$ cat src/rtl/status_cal_gen.sv
module status_cal_gen #(
  parameter int NUM_PORTS = 8,
  parameter int CAL_DEPTH = 4,
  parameter int MULT_W    = 8,
  localparam int PORT_W = (NUM_PORTS > 1) ? $clog2(NUM_PORTS) : 1,
  localparam int LEN_W  = (CAL_DEPTH > 1) ? $clog2(CAL_DEPTH) : 1
) (
  input  logic              clk,
  input  logic              rst_n,
  input  logic              chan_off,
  input  logic              retrain_req,
  input  logic              dip_flip,
  input  logic              cal_pick,
  input  logic              cfg_wr,
  input  logic              cfg_tbl,
  input  logic [1:0]        cfg_field,
  input  logic [LEN_W-1:0]  cfg_idx,
  input  logic [MULT_W-1:0] cfg_data,
  output logic              req_valid,
  output logic [PORT_W-1:0] req_port,
  input  logic [1:0]        fifo_stat,
  output logic [1:0]        stat_o,
  output logic              off_o
);

  typedef enum logic [1:0] {S_FRM = 2'd0, S_SLOT = 2'd1, S_DIP = 2'd2} st_t;

  st_t               st_q;
  logic              act_q;
  logic [LEN_W-1:0]  slot_q;
  logic [MULT_W-1:0] rep_q;
  logic              par_q, err_q;
  logic [1:0]        acc_q;

  logic [PORT_W-1:0] ent_q [2][CAL_DEPTH];
  logic [LEN_W-1:0]  len_q [2];
  logic [MULT_W-1:0] mul_q [2];

  wire run       = !chan_off && !retrain_req;
  wire slot_last = (slot_q == len_q[act_q]);
  wire rep_last  = (rep_q == mul_q[act_q]);
  wire [1:0] sym = par_q ? {fifo_stat[0], fifo_stat[1]} : fifo_stat;
  wire tbl_busy  = (cfg_tbl == act_q) || (st_q == S_FRM && cfg_tbl == cal_pick);
  wire wr_ok     = cfg_wr && (chan_off || !tbl_busy);

  always_ff @(posedge clk or negedge rst_n) begin
    if (!rst_n) begin
      for (int t = 0; t < 2; t++) begin
        for (int i = 0; i < CAL_DEPTH; i++) ent_q[t][i] <= PORT_W'(i % NUM_PORTS);
        len_q[t] <= LEN_W'(CAL_DEPTH - 1);
        mul_q[t] <= '0;
      end
    end else if (wr_ok) begin
      case (cfg_field)
        2'd0: if (int'(cfg_idx) < CAL_DEPTH) ent_q[cfg_tbl][cfg_idx] <= cfg_data[PORT_W-1:0];
        2'd1: len_q[cfg_tbl] <= cfg_data[LEN_W-1:0];
        2'd2: mul_q[cfg_tbl] <= cfg_data;
        default: ;
      endcase
    end
  end

  always_ff @(posedge clk or negedge rst_n) begin
    if (!rst_n) begin
      st_q   <= S_FRM;
      act_q  <= 1'b0;
      slot_q <= '0;
      rep_q  <= '0;
      par_q  <= 1'b0;
      err_q  <= 1'b0;
      acc_q  <= 2'b00;
    end else if (!run) begin
      st_q <= S_FRM;
    end else begin
      case (st_q)
        S_FRM: begin
          st_q   <= S_SLOT;
          act_q  <= cal_pick;
          slot_q <= '0;
          rep_q  <= '0;
          par_q  <= 1'b0;
          err_q  <= 1'b0;
          acc_q  <= 2'b00;
        end
        S_SLOT: begin
          acc_q <= acc_q ^ sym;
          par_q <= ~par_q;
          err_q <= err_q | dip_flip;
          if (slot_last) begin
            slot_q <= '0;
            if (rep_last) st_q <= S_DIP;
            else          rep_q <= rep_q + 1'b1;
          end else begin
            slot_q <= slot_q + 1'b1;
          end
        end
        default: st_q <= S_FRM;
      endcase
    end
  end

  assign off_o     = chan_off;
  assign req_valid = run && (st_q == S_SLOT);
  assign req_port  = ent_q[act_q][slot_q];
  assign stat_o    = req_valid ? fifo_stat :
                     (run && st_q == S_DIP) ? (~acc_q ^ {2{err_q | dip_flip}}) : 2'b11;

endmodule

$ cat config.mk
export PLATFORM = sky130hd
export DESIGN_NAME = status_cal_gen
export DESIGN_NICKNAME = d
export VERILOG_FILES = /design/src/rtl/status_cal_gen.sv
export SDC_FILE = /design/constraint.sdc
export NUM_CORES = 1
export LEC_CHECK = 0
export ABC_CLOCK_PERIOD_IN_PS = 2500
export BUFFER_PORTS_ARGS = -buffer_cell sky130_fd_sc_hd__buf_2
export CORE_MARGIN = 5
export CORE_UTILIZATION = 33
export DETAILED_ROUTE_END_ITERATION = 6
export PLACE_DENSITY = 0.59
export SLEW_MARGIN = 30
export SYNTH_ARGS = -nofsm -noshare
export SYNTH_HDL_FRONTEND = slang
export SYNTH_SLANG_ARGS = --single-unit
$ cat constraint.sdc
create_clock -name clk -period 2.5 [get_ports clk]
set_input_delay 0.25 -clock clk [delete_from_list [all_inputs] [get_ports clk]]
set_output_delay 0.25 -clock clk [all_outputs]
set_load 0.01 [all_outputs]
==> metrics.cfg, run 1 <==
[status]
outcome = finished clean

[drt]
drt-wirelength-per-cell_um = 14.8
vias = 2126
route.detailed.drc = 0
drt-total-wl_mm = 6.45
firstDrtPassIters = 4
via_per_inst = 4.89
drtIter0Drc = 60
ant_nets = 0

[worst_setup_path]
path_max_fanout = 8
critical_path.endpoint_type = primary output
r2r-start = act_q
critPathLaunch = act_q
cp_data_required_time_ps = 2250
critPathKind = reg2out
cp.arrival_ps = 2010
cp-start-kind = register

[clock_tree]
tritoncts = yes
cts-root-buf = clkbuf_8
cts_buffer_depth = 2
numCtsBuffers = 9
cts-htree-levels = 3
cts.sinks = 61
insertion_delay_ps = 340
clkTransAtPathRegs_ps = 70

[logic_synthesis]
yosysSeqAreaShare_pct = 48.6
synthesis.area_mm2 = 0.00317
synth-main-ff-cell = dfrtp_1
synth_nets = 291
syn_area_per_cell_um2 = 11.8
synth_largest_area_cell = dfrtp_1
synthCells = 268
synth_edf_count = 0
ys_types = 47
synth_warnings = 0
yosys_register_bits = 61
synth_top_area_share_pct = 38.6
synthArstFlopShare_pct = 100
synth_area_leaders = dfrtp_1 (39%), mux2_2 (17%), dfstp_2 (9.9%), mux4_2 (4.3%), mux2i_1 (3.8%)
synth_common_cells = dfrtp_1 (49), mux2_2 (49), nand2_1 (22), nor2_1 (15)

[die]
start_util_pct = 34.0
coreArea_mm2 = 0.00933
fp.dieArea_mm2 = 0.0117
rows = 35
io-pin-count = 29
die-width_um = 108
die_h_um = 108

[placement]
post-place-ws_ps = 79.6
place_congestion = 0.799
port_buffers = 28
placedInstanceArea_mm2 = 0.00345
post-dp-hpwl_mm = 4.71

[grt]
grt_pass1_vias = 2171
grt_pass1_wl_mm = 10.8
antenna_found_initial = 0
track_usage_pct = 11.9
grt_overflow = 0
grt_start_max_net_pins = 35

[min_path]
hold_start = cfg_data[6]
hp-class = in2reg

[sta]
finalMaxSlewViolations = 0
max_freq_ghz = 0.443
tns_ps = 0
finalWorstSetupSlack_ps = 242
finalSetupViolations = 0
fin_skew_ps = 8.38
fin_crit_ps = 2260
worst_pin_slew_ps = 651
fin_crit_sh_pct = 90.3
rsz0062_at_grt = no
hold_viol = 0
slew_headroom_pct = 56.6

[cells_and_area]
multiInputGateArea_mm2 = 0.00153
synthToLayoutAreaGrowth_pct = 14.7
seq_area_mm2 = 0.00154
stdcell_area_mm2 = 0.00364
final_layout_size_suffix_gt1_share_pct = 40.5
nNetsFinal = 324
antennaDiodeCount = 0
fillerInstances = 910

[pwr]
p_leak_nw = 1.58
finalPower_w = 0.00290
ir_worst_vdd_uv = 225
p_per_area_mw_per_mm2 = 798

[job]
drv_cap = 0

## sequential cells by signal (all words and copies together) (netlist names)
signal	cells
acc_q	2
ent_q	24
act_q	1
st_q	2
rep_q	8
len_q	4
slot_q	2
mul_q	16
err_q	1
par_q	1
## cell type report
cell class | count | area share [%]
Clock inverter | 6 | 0.825
Clock buffer | 10 | 3.51
Timing Repair Buffer | 38 | 6.33
Multi-Input combinational cell | 187 | 42.1
Sequential cell | 61 | 42.4
Tap cell | 129 | 4.44
Inverter | 4 | 0.413
## cells by family (layout without fill, tap and decap cells)
family | after synthesis | count (layout) | synth area share (%)
AO/OA/AOI/OAI | 30 | 30 | 6.66
XOR/XNOR | 13 | 13 | 3.59
AND/OR/NAND/NOR | 75 | 75 | 11.8
buffers and inverters | 20 | 58 | 3.15
adder cells (fa/ha/maj) | 1 | 1 | 0.394
flip-flops | 61 | 61 | 48.6
multiplexers | 68 | 68 | 25.9
## worst paths after layout
path                                     to  slack (ps)  depth (start not counted)
worst max-delay path            req_port[0]         240                          5
worst min-delay path              mul_q[14]         160                          2
worst max register to register     rep_q[0]         350                          7
worst min register to register        err_q         490                          2
max in group asynchronous          len_q[2]        1350                          3
min in group asynchronous         ent_q[23]         480                          2
## what timing repair did
item | in CTS | in global routing
hold buffers | 1 | 0
setup buffers | 0 | 2
gates resized for setup | 1 | 0
hold endpoints to repair | 19 | 0
setup endpoints to repair | 3 | 2
## metrics by stage
step	std cells	utilization (%)	hold slack (ps)
after floorplan	268	-	-45.6
after global placement	416	37.0	324
after detailed placement	416	37.0	325
after CTS	433	38.8	143
after global routing	435	39.0	153
final	435	39.0	157
## cell usage in the layout (no fill, tap or decap), drive strengths merged, types with 3 or more instances in the layout
cell type / count
nor2: 15
clkinv: 6
o21ai: 5
mux4: 6
and2: 3
xor2: 4
clkbuf: 10
o211a: 3
nor3: 8
mux2: 49
nand3: 10
nand2b: 3
nand2: 22
a21oi: 7
dfstp: 12
dfrtp: 49
buf: 37
xnor2: 9
o41ai: 3
mux2i: 13
inv: 4
## power breakdown
part | internal [W] | switching [W] | total, W | leakage, nW
Clock | 0.000349 | 0.000381 | 0.000730 | 0.0894
Combinational | 0.000430 | 0.000313 | 0.000744 | 0.737
Sequential | 0.00123 | 0.000197 | 0.00143 | 0.751
## critical path, stage by stage, from the launching register on
cell and delay [ps]:
dfrtp_2 370, buf_4 160, buf_4 200, mux4_2 520
mux2_2 290, buf_2 140
## layer usage
layer | global-route usage (%) | share of wire, % | up-vias
met5 | 0 | 0 | -
met3 | 2.33 | 3.3 | 12
met4 | 6.31 | 2.3 | 0
li1 | - | - | 1032
met2 | 17.9 | 45 | 34
met1 | 16.2 | 49 | 1048
Note: power is estimated with default switching activity, not from simulation.
==> run 2: changes to the inputs <==
--- a/config.mk
+++ b/config.mk
@@ -5,12 +5,12 @@
 export SDC_FILE = /design/constraint.sdc
 export NUM_CORES = 1
 export LEC_CHECK = 0
-export ABC_CLOCK_PERIOD_IN_PS = 2500
+export ABC_CLOCK_PERIOD_IN_PS = 2850
 export BUFFER_PORTS_ARGS = -buffer_cell sky130_fd_sc_hd__buf_2
 export CORE_MARGIN = 5
-export CORE_UTILIZATION = 33
+export CORE_UTILIZATION = 50
 export DETAILED_ROUTE_END_ITERATION = 6
-export PLACE_DENSITY = 0.59
+export PLACE_DENSITY = 0.79
 export SLEW_MARGIN = 30
 export SYNTH_ARGS = -nofsm -noshare
 export SYNTH_HDL_FRONTEND = slang
==> constraint.sdc (replaced) <==
create_clock -name clk -period 2.85 [get_ports clk]
set_input_delay 0.285 -clock clk [delete_from_list [all_inputs] [get_ports clk]]
set_output_delay 0.285 -clock clk [all_outputs]
set_load 0.01 [all_outputs]
==> run 2 against run 1 <==
  * Clock power is 4.5% lower
  * Flip-flop and latch count is the same
  * Wire length down 1.9%
  * First-iteration DRC count grew 95%
  * Hold slack lost 49 ps
  * Global-route usage is 5.6 points higher
  * Clock-buffer cell count grew 5
  * Power shrank 11%
  * Sequential power decreased by 11%
  * Cell count down 14%
  * Via count is 1.0% higher
  * Largest power group unchanged
==> metrics.cfg, run 2 (same netlist as run 1, synthesis figures left out) <==
[status]
outcome = finished clean

[drt]
drtIter0Drc = 117  ; +95%
vias = 2148  ; +1.0%
ant_nets = 0  ; unchanged
drt-total-wl_mm = 6.33  ; -1.9%
via_per_inst = 5.73  ; +17%
drt-wirelength-per-cell_um = 16.9  ; +14%
route.detailed.drc = 0  ; unchanged
firstDrtPassIters = 4  ; unchanged

[worst_setup_path]
cp-start-kind = register
path_max_fanout = 11  ; +3
critPathKind = reg2out
cp_data_required_time_ps = 2570  ; +320 ps
r2r-start = act_q
cp.arrival_ps = 2210  ; +200 ps
critical_path.endpoint_type = primary output
reg2regPathDepth = 5  ; -2
r2r_slack_ps = 440  ; +90 ps
reg2reg_to = ent_q[21]

[grt]
track_usage_pct = 17.5  ; +5.6 points
antenna_found_initial = 0  ; unchanged
grt_pass1_wl_mm = 10.5  ; -2.7%
grt_pass1_vias = 2188  ; +0.78%
grt_start_max_net_pins = 62  ; +77%
grt_overflow = 0  ; unchanged

[clock_tree]
post_cts_buffers = 0  ; unchanged
clkTransAtPathRegs_ps = 70  ; about the same
cts.sinks = 61  ; unchanged
ctsHoldBuffers = 0  ; -1
numCtsBuffers = 9  ; unchanged
tritoncts = yes
cts_buffer_depth = 2  ; unchanged
cts-htree-levels = 3  ; unchanged
insertion_delay_ps = 330  ; about the same
cts-root-buf = clkbuf_8
cts-resized-gates = 0  ; -1

[die]
io-pin-count = 29  ; unchanged
rows = 29  ; -17%
start_util_pct = 50.5  ; +17 points
die_h_um = 89.7  ; -17%
die-width_um = 89.7  ; -17%
coreArea_mm2 = 0.00628  ; -33%
fp.dieArea_mm2 = 0.00804  ; -31%

[cells_and_area]
reg_top3 = ent_q: 24 flops, mul_q: 16 flops, rep_q: 8 flops
fillerInstances = 529  ; -42%
largest_register_ffs = 24  ; unchanged
synthToLayoutAreaGrowth_pct = 11.0
nNetsFinal = 316  ; -2.5%
antennaDiodeCount = 0  ; unchanged
final_layout_size_suffix_gt1_share_pct = 38.3  ; -2.3 points
final_cell_mix = mux2_2 (49), dfrtp_1 (49), buf_2 (28)
largest_register = ent_q

[sta]
worst_pin_slew_ps = 766  ; +115 ps
finalSetupViolations = 0  ; unchanged
rsz0062_at_grt = no
fin_skew_ps = 6.08  ; -2.31 ps
max_freq_ghz = 0.400
finalMaxSlewViolations = 0  ; unchanged
tns_ps = 0  ; unchanged
slew_headroom_pct = 48.9  ; -7.7 points
fin_crit_ps = 2500
hold_viol = 0  ; unchanged
fin_crit_sh_pct = 87.6
fin_hold_ws_ps = 109  ; -48.8 ps

[job]
drv_cap = 0  ; unchanged

[placement]
place_congestion = 0.830  ; +3.8%
port_buffers = 28  ; unchanged
post-dp-hpwl_mm = 4.53  ; -3.9%

[pwr]
p_per_area_mw_per_mm2 = 736  ; -7.7%
ir_worst_vdd_uv = 330  ; +47%
p_leak_nw = 1.54  ; -2.2%

[min_path]
hp-class = in2async

run 2: worst max-delay path by stage:
stage / from / end / slack (ps)
floorplan: act_q / ent_q[21] / 1010
global placement: act_q / rep_q[0] / 530
detailed placement: act_q / rep_q[0] / 450
CTS: act_q / req_port[1] / 330
global route: act_q / rep_q[0] / 190
finish: act_q / req_port[1] / 350
run 2: metal layers:
metal  wire, µm  part of all wire, %  GRT usage [%]  vias to the layer above
li1           -                    -              -                     1018
met1       2870                   45           22.2                     1083
met2       3120                   49           28.4                       36
met3        194                  3.1           3.56                       11
met4        146                  2.3           8.93                        0
met5          0                    0              0                        -
run 2: critical path: stages, from the launching register on:
cell	delay (ps)
dfrtp_1	600
buf_4	310
mux4_2	550
mux2_2	270
buf_2	140
run 2: area by class of cell:
cell class	count	area (µm²)	area share [%]
clock buffer	15	176	5.01
timing repair buffer	30	155	4.41
multi-input combinational	187	1530	43.5
sequential	61	1540	43.8
tap	77	96.3	2.74
clock inverter	1	5.00	0.142
inverter	4	15.0	0.426
run 2: through the flow:
step | power, W | setup slack [ps] | utilization [%] | instance area [µm²] | cells
6_report | 0.00259 | 352 | 56.1 | 3520 | 375
5_1_grt | 0.00275 | 188 | 56.1 | 3520 | 375
4_1_cts | 0.00262 | 333 | 56.1 | 3520 | 375
3_5_place_dp | 0.00192 | 447 | 53.2 | 3340 | 359
3_3_place_gp | 0.00188 | 528 | 53.2 | 3340 | 359
2_1_floorplan | 0.00175 | 1010 | - | 3170 | 268
run 2: power breakdown:
| group | internal (W) | leakage [nW] | total, W | switching [W] |
|---|---|---|---|---|
| logic | 0.000361 | 0.697 | 0.000626 | 0.000265 |
| registers | 0.00108 | 0.752 | 0.00127 | 0.000188 |
| clock network | 0.000387 | 0.0937 | 0.000697 | 0.000310 |
| total | 0.00183 | 1.54 | 0.00259 | 0.000762 |
